$ cat config.mk
export PLATFORM = sky130hd
export DESIGN_NAME = sample_stamp_capture
export DESIGN_NICKNAME = d
export VERILOG_FILES = /design/src/rtl/sample_stamp_pkg.sv /design/src/rtl/stamp_counter.sv /design/src/rtl/stamp_write_port.sv /design/src/rtl/sample_stamp_capture.sv
export SDC_FILE = /design/constraint.sdc
export NUM_CORES = 1
export LEC_CHECK = 0
export BUFFER_PORTS_ARGS = -buffer_cell sky130_fd_sc_hd__buf_2
export CAP_MARGIN = 20
export CORE_MARGIN = 4
export CORE_UTILIZATION = 34
export CTS_CLUSTER_SIZE = 16
export DETAILED_ROUTE_END_ITERATION = 6
export PLACE_DENSITY = 0.75
export SYNTH_ARGS = -nofsm -noshare
export SYNTH_HDL_FRONTEND = slang
export SYNTH_SLANG_ARGS = --single-unit
$ cat constraint.sdc
create_clock -name clk_i -period 1.3 [get_ports clk_i]
set_clock_uncertainty 0.05 [all_clocks]
set_input_delay 0.13 -clock clk_i [delete_from_list [all_inputs] [get_ports clk_i]]
set_output_delay 0.13 -clock clk_i [all_outputs]
set_load 0.02 [all_outputs]
$ cat src/rtl/sample_stamp_pkg.sv
package sample_stamp_pkg;
   localparam int unsigned DEF_CNT_W    = 12;
   localparam int unsigned DEF_ADDR_W   = 10;
   localparam int unsigned DEF_SAMPLE_W = 14;

   function automatic int unsigned word_width(input int unsigned cnt_w,
                                              input int unsigned smp_w,
                                              input bit          keep_stamp);
      return keep_stamp ? (cnt_w + smp_w) : smp_w;
   endfunction
endpackage

$ cat src/rtl/stamp_counter.sv
module stamp_counter #(
   parameter int unsigned CNT_W = 12
) (
   input  logic             clk_i,
   input  logic             rst_i,
   output logic [CNT_W-1:0] count_o
);
   if (CNT_W < 2) begin : g_bad_width
      $error("stamp_counter: CNT_W must be at least 2");
   end

   logic [CNT_W-1:0] count_q;

   always_ff @(posedge clk_i) begin
      if (rst_i) count_q <= '0;
      else       count_q <= count_q + CNT_W'(1);
   end

   assign count_o = count_q;

   // a reset sampled at an edge leaves zero behind it
   a_r2_hold_zero: assert property (@(posedge clk_i)
      rst_i |=> (count_q == '0));

   // step of exactly one per edge while running
   a_r1_step_one: assert property (@(posedge clk_i) disable iff (rst_i)
      (!rst_i && !$isunknown(count_q)) |=> (count_q == $past(count_q) + CNT_W'(1)));
endmodule

$ cat src/rtl/stamp_write_port.sv
module stamp_write_port
   import sample_stamp_pkg::*;
#(
   parameter int unsigned CNT_W      = 12,
   parameter int unsigned ADDR_W     = 10,
   parameter int unsigned SAMPLE_W   = 14,
   parameter bit          KEEP_STAMP = 1'b1,
   localparam int unsigned WORD_W    = word_width(CNT_W, SAMPLE_W, KEEP_STAMP)
) (
   input  logic                clk_i,
   input  logic                run_i,
   input  logic [CNT_W-1:0]    count_i,
   input  logic [SAMPLE_W-1:0] sample_i,
   output logic [ADDR_W-1:0]   addr_o,
   output logic [WORD_W-1:0]   data_o,
   output logic                en_o
);
   if (ADDR_W > CNT_W) begin : g_bad_addr
      $error("stamp_write_port: ADDR_W may not exceed CNT_W");
   end
   if (SAMPLE_W < 1) begin : g_bad_sample
      $error("stamp_write_port: SAMPLE_W must be positive");
   end

   assign addr_o = count_i[ADDR_W-1:0];
   assign en_o   = run_i;

   if (KEEP_STAMP) begin : g_with_stamp
      assign data_o = {count_i, sample_i};
   end else begin : g_sample_only
      assign data_o = sample_i;
   end

   // the address wraps to zero after its top slot
   a_r6_addr_wrap: assert property (@(posedge clk_i) disable iff (!run_i)
      (run_i && addr_o == {ADDR_W{1'b1}}) |=> (!run_i || addr_o == '0));
endmodule

$ cat src/rtl/sample_stamp_capture.sv
module sample_stamp_capture
   import sample_stamp_pkg::*;
#(
   parameter int unsigned CNT_W      = DEF_CNT_W,
   parameter int unsigned ADDR_W     = DEF_ADDR_W,
   parameter int unsigned SAMPLE_W   = DEF_SAMPLE_W,
   parameter bit          KEEP_STAMP = 1'b1,
   localparam int unsigned WORD_W    = word_width(CNT_W, SAMPLE_W, KEEP_STAMP)
) (
   input  logic                clk_i,
   input  logic                rst_i,
   input  logic [SAMPLE_W-1:0] sample_i,
   output logic [CNT_W-1:0]    stamp_o,
   output logic [ADDR_W-1:0]   wr_addr_o,
   output logic [WORD_W-1:0]   wr_data_o,
   output logic                wr_en_o
);
   logic [CNT_W-1:0] count;
   logic             running;

   assign running = !rst_i;

   stamp_counter #(.CNT_W(CNT_W)) u_counter (
      .clk_i   (clk_i),
      .rst_i   (rst_i),
      .count_o (count)
   );

   stamp_write_port #(
      .CNT_W      (CNT_W),
      .ADDR_W     (ADDR_W),
      .SAMPLE_W   (SAMPLE_W),
      .KEEP_STAMP (KEEP_STAMP)
   ) u_wport (
      .clk_i    (clk_i),
      .run_i    (running),
      .count_i  (count),
      .sample_i (sample_i),
      .addr_o   (wr_addr_o),
      .data_o   (wr_data_o),
      .en_o     (wr_en_o)
   );

   assign stamp_o = count;

   // no write while reset is high
   a_r8_quiet_in_reset: assert property (@(posedge clk_i)
      rst_i |-> !wr_en_o);

   // the first running cycle after reset carries stamp zero
   a_r3_start_zero: assert property (@(posedge clk_i)
      (rst_i ##1 !rst_i) |-> (stamp_o == '0 && wr_en_o));

   // the write slot follows the stamp
   a_r5_slot_tracks_stamp: assert property (@(posedge clk_i) disable iff (rst_i)
      wr_en_o |-> (wr_addr_o == stamp_o[ADDR_W-1:0]));
endmodule

* Word-level counts from Yosys, hierarchy flattened
Cells that the tools add are included.
Operators by class: add/subtract/negate cells 1, multipliers 0, div/mod/pow operators 0, $lt $le $gt $ge 0, equal/unequal tests 0, shift operators 0, multiplexer cells 0, bitwise operators 0, reduce and logical (&&, ||, !) cells 1
Operators by type and width (count):
- 12-bit by 1-bit adder with 12-bit output (second input constant) | 1
- 1-bit zero test | 1
Word-level totals: flip-flop bits (word level) 12, bits in latches 0, bits in writable memories 0, ROM bits 0, input bits 16, word-level logic and storage cells 3, memories 0

* Longest topological paths before layout
word-level depth 1, depth in mapped cells 4, mapped depth without buffers 4

* Cells and area by module
A second synthesis with hierarchy kept.
Unflattened totals: cell total of the unflattened synthesis 92, area total of the unflattened synthesis 794.5 sq um
By module, submodules not included:
- stamp_counter | times used 1, cells an instance 54, area each 513.0 sq um, seq. area each 240.2 sq um
- stamp_write_port | times used 1, cells an instance 37, area each 277.8 sq um, seq. area each 0.0 sq um
- sample_stamp_capture | times used 1, cells an instance 1, area each 3.8 sq um, seq. area each 0.0 sq um

* Least setup slack after synthesis
No wires, ideal clock.
path kind register to register, start register u_counter.count_q[3], in the netlist u_counter.count_o[3], end register u_counter.count_q[11], in the netlist u_counter.count_o[11], library setup time 0.070 ns, arrival 1.401 ns, required time 1.180 ns, slack -0.220 ns, stages on the path, launching flop included 4, cells stage by stage dfxtp_1 > nand4_4 > or4_1 > a21oi_1
On the way: word-level cells in the longest chain between the ends 1
Ends and longest elaborated chain:
- start: declaration | RTL line stamp_counter.sv:12 | logic [CNT_W-1:0] count_q;
- start signal: assignment | RTL line stamp_counter.sv:16 | else count_q <= count_q + CNT_W'(1);
- 12-bit by 1-bit adder with 12-bit output | RTL line stamp_counter.sv:16
No other way between the ends. A chain may end at the register's enable or synchronous reset.

* Final worst setup path
start register u_counter.count_q[6], in the netlist u_counter.count_o[6], end register u_counter.count_q[7], in the netlist u_counter.count_o[7]
The elaborated chain is that of the path after synthesis.

==> results by group <==
Worst setup path
  – CP Capture Type: register
  – Data arrival time of the worst path: 1400 ps
  – WS Path Type: reg -> reg
  – Worst R2R Path Depth: 4
  – Internal reg-to-reg setup slack: 30 ps
  – FF-to-FF End: u_counter.count_o[7]
  – Crit Path Max Fanout: 8
  – R2r startpoint: u_counter.count_o[6]
  – CP required: 1440 ps
  – Crit. Startpoint: u_counter.count_o[6]
  – Worst setup SP type: register

STA
  – Unrepaired setup endpoints after global routing: true
  – Fin Setup TNS: 0 ps
  – Final setup viols: 0
  – Period utilization: 97.4%
  – Achievable frequency: 789 MHz
  – Rel. slew slack: 83.5%
  – Max Slew Vio Count: 0
  – Actual slew at the worst max-slew pin: 248 ps
  – Tmin final: 1270 ps
  – Hold Fails Final Rpt: 0

Global route
  – Pin count of the biggest net entering global routing: 14
  – GR Overflow Total: 0
  – First-pass GRT wire length: 2360 um
  – Number of global-route vias before repair: 532
  – Antenna violations before repair: 0
  – GR Util All Layers: 9.31%

Cells and area
  – Ant. Diodes: 0
  – Layout overhead on the synthesized area: 19.2%
  – Max FFs per register: 12
  – Post-Layout Cell Count: 134
  – Multi-input logic area: 300 sq um
  – # nets final: 124
  – Final core occ: 42.1%
  – Fillers: 227
  – Share of cells above drive strength 1: 67.9%
  – Register area: 273 sq um

Detailed routing
  – Initial DRC Count: 9
  – Drt total wl: 1620 um
  – Antenna Nets Post-Route: 0
  – Avg WL per Cell: 12.1 um
  – Vias per cell: 4.69
  – # DRC: 0
  – Initial DRT Pass Iterations: 3
  – Via Count: 628

Clocking
  – CTS clk-pin slew, worst paths: 80 ps
  – Cts bufs inserted: 3
  – Root Driver: clkbuf_4
  – Clock Path Buffers: 2
  – CTS tree: done
  – H-tree depth: 1
  – CTS Hold Buffers Added: 0
  – Clock latency at the later pin of the worst-skew pair: 260 ps
  – Sink Count: 12

Synth
  – Avg Cell Area, Syn: 8.61 sq um
  – EDFF count, synth: 0
  – Synth top area cells: buf_4, dfxtp_1, a21oi_1
  – Async S/R FF share, synth: 0%
  – Post-Syn Instances: 90
  – Register area share after synthesis: 31.0%
  – Synth Warn #: 0
  – Synth area leader: buf_4
  – Cell Area, Synth: 774 sq um
  – Number of synthesized register bits: 12
  – Distinct cells, synth: 19
  – Mapped Nets: 107
  – Most common cell in the netlist: buf_4
  – Commonest cells in the netlist: buf_4, dfxtp_1, a21oi_1
  – Share of the synthesized area in the top cell type: 34.9%
  – Post-synth top flop: dfxtp_1

Floorplanning
  – Chip Width: 55.7 um
  – Core Region: 2190 sq um
  – Row count: 17
  – Initial core utilization: 35.4%
  – IO Count: 65
  – Chip height: 55.7 um
  – Die area: 3110 sq um

Place
  – Placed insts: 123
  – Gpl congestion: 0.712
  – Final HPWL DP: 1270 um
  – PortBufs: 36

Hold path
  – Worst Min Path Start: rst_i
  – Hold/Removal Path Class: in -> reg
  – Hold EP: u_counter.count_o[0]
  – Hold depth: 2

Power
  – Maximum vdd drop: 0.000242 V
  – Pwr/cell area: 769 nW/um^2
  – Total power: 0.710 mW
  – Static leakage: 0.447 nW

Status
  – Status: completed

Run
  – Max-cap violations: 0
## per-stage QoR
stage	setup WS (ps)	hold slack (ps)	cell area [sq um]
floorplan	-15.2	139	812
global placement	33.4	210	798
detailed placement	-10.5	210	798
CTS	-4.62	128	842
global route	-9.40	158	923
finish	33.2	143	923
## repair_timing
| action | CTS | global route |
|---|---|---|
| setup endpoints to repair | 4 | 5 |
| pin swaps | 0 | 9 |
| gates resized for setup | 1 | 11 |
| setup buffers | 2 | 5 |
## critical path, cell delays in order, from the launching register on
cell	delay [ps]
dfxtp_2	360
nand4_4	160
buf_6	150
or3_1	340
a21oi_1	130
## worst max path at each step
stage,to,cells past startpoint,slack (ps)
floorplan,u_counter.count_o[11],3,-20
global placement,u_counter.count_o[11],3,30
detailed placement,u_counter.count_o[11],3,-10
CTS,u_counter.count_o[11],3,-5
global route,u_counter.count_o[11],3,-9
finish,u_counter.count_o[7],4,30
## area by class of cell
class,count,area share [%]
Multi-Input combinational cell,39,32.5
Clock buffer,4,2.85
Sequential cell,12,29.5
Timing Repair Buffer,49,30.5
Tap cell,28,3.79
Inverter,2,0.813
## per-layer routing
metal | vias up | GRT usage, % | part of all wire [%]
li1 | 304 | - | -
met1 | 295 | 9.07 | 37
met2 | 29 | 17.4 | 51
met3 | 0 | 3.94 | 12
met4 | 0 | 3.13 | 0
met5 | - | 0 | 0
## layout by cell type (no fill, tap or decap)
cell type / Yosys / routed
buf_2: 0 / 36
dfxtp_4: 0 / 8
nand2_2: 0 / 1
nand2_1: 3 / 2
nand4_1: 1 / 1
o21ai_0: 3 / 3
or4_4: 0 / 2
dfxtp_1: 12 / 2
nand3_1: 3 / 3
nor2b_1: 1 / 1
a21oi_2: 0 / 2
buf_6: 0 / 1
inv_1: 2 / 2
buf_4: 36 / 12
or3_1: 3 / 3
o31ai_1: 4 / 2
nand3_4: 0 / 1
xor2_1: 2 / 2
or4_1: 4 / 2
clkbuf_4: 0 / 3
clkbuf_1: 1 / 1
dfxtp_2: 0 / 2
xnor2_1: 1 / 1
nor2_1: 4 / 4
nand4_4: 1 / 1
ha_4: 0 / 1
a21oi_1: 7 / 5
o31ai_2: 0 / 2
## where the power goes
group / total [mW] / internal [mW] / switching (mW)
clock: 0.232 / 0.118 / 0.114
combinational: 0.100 / 0.0402 / 0.0602
sequential: 0.377 / 0.365 / 0.0128
## logic make-up after synthesis
family                   share of synthesized area, %
buffers and inverters                            36.3
AND/OR/NAND/NOR                                  17.3
AO/OA/AOI/OAI                                    10.3
flip-flops                                       31.0
XOR/XNOR                                         3.39
adder cells (fa/ha/maj)                          1.62
Power figures use the tool's default switching activity.
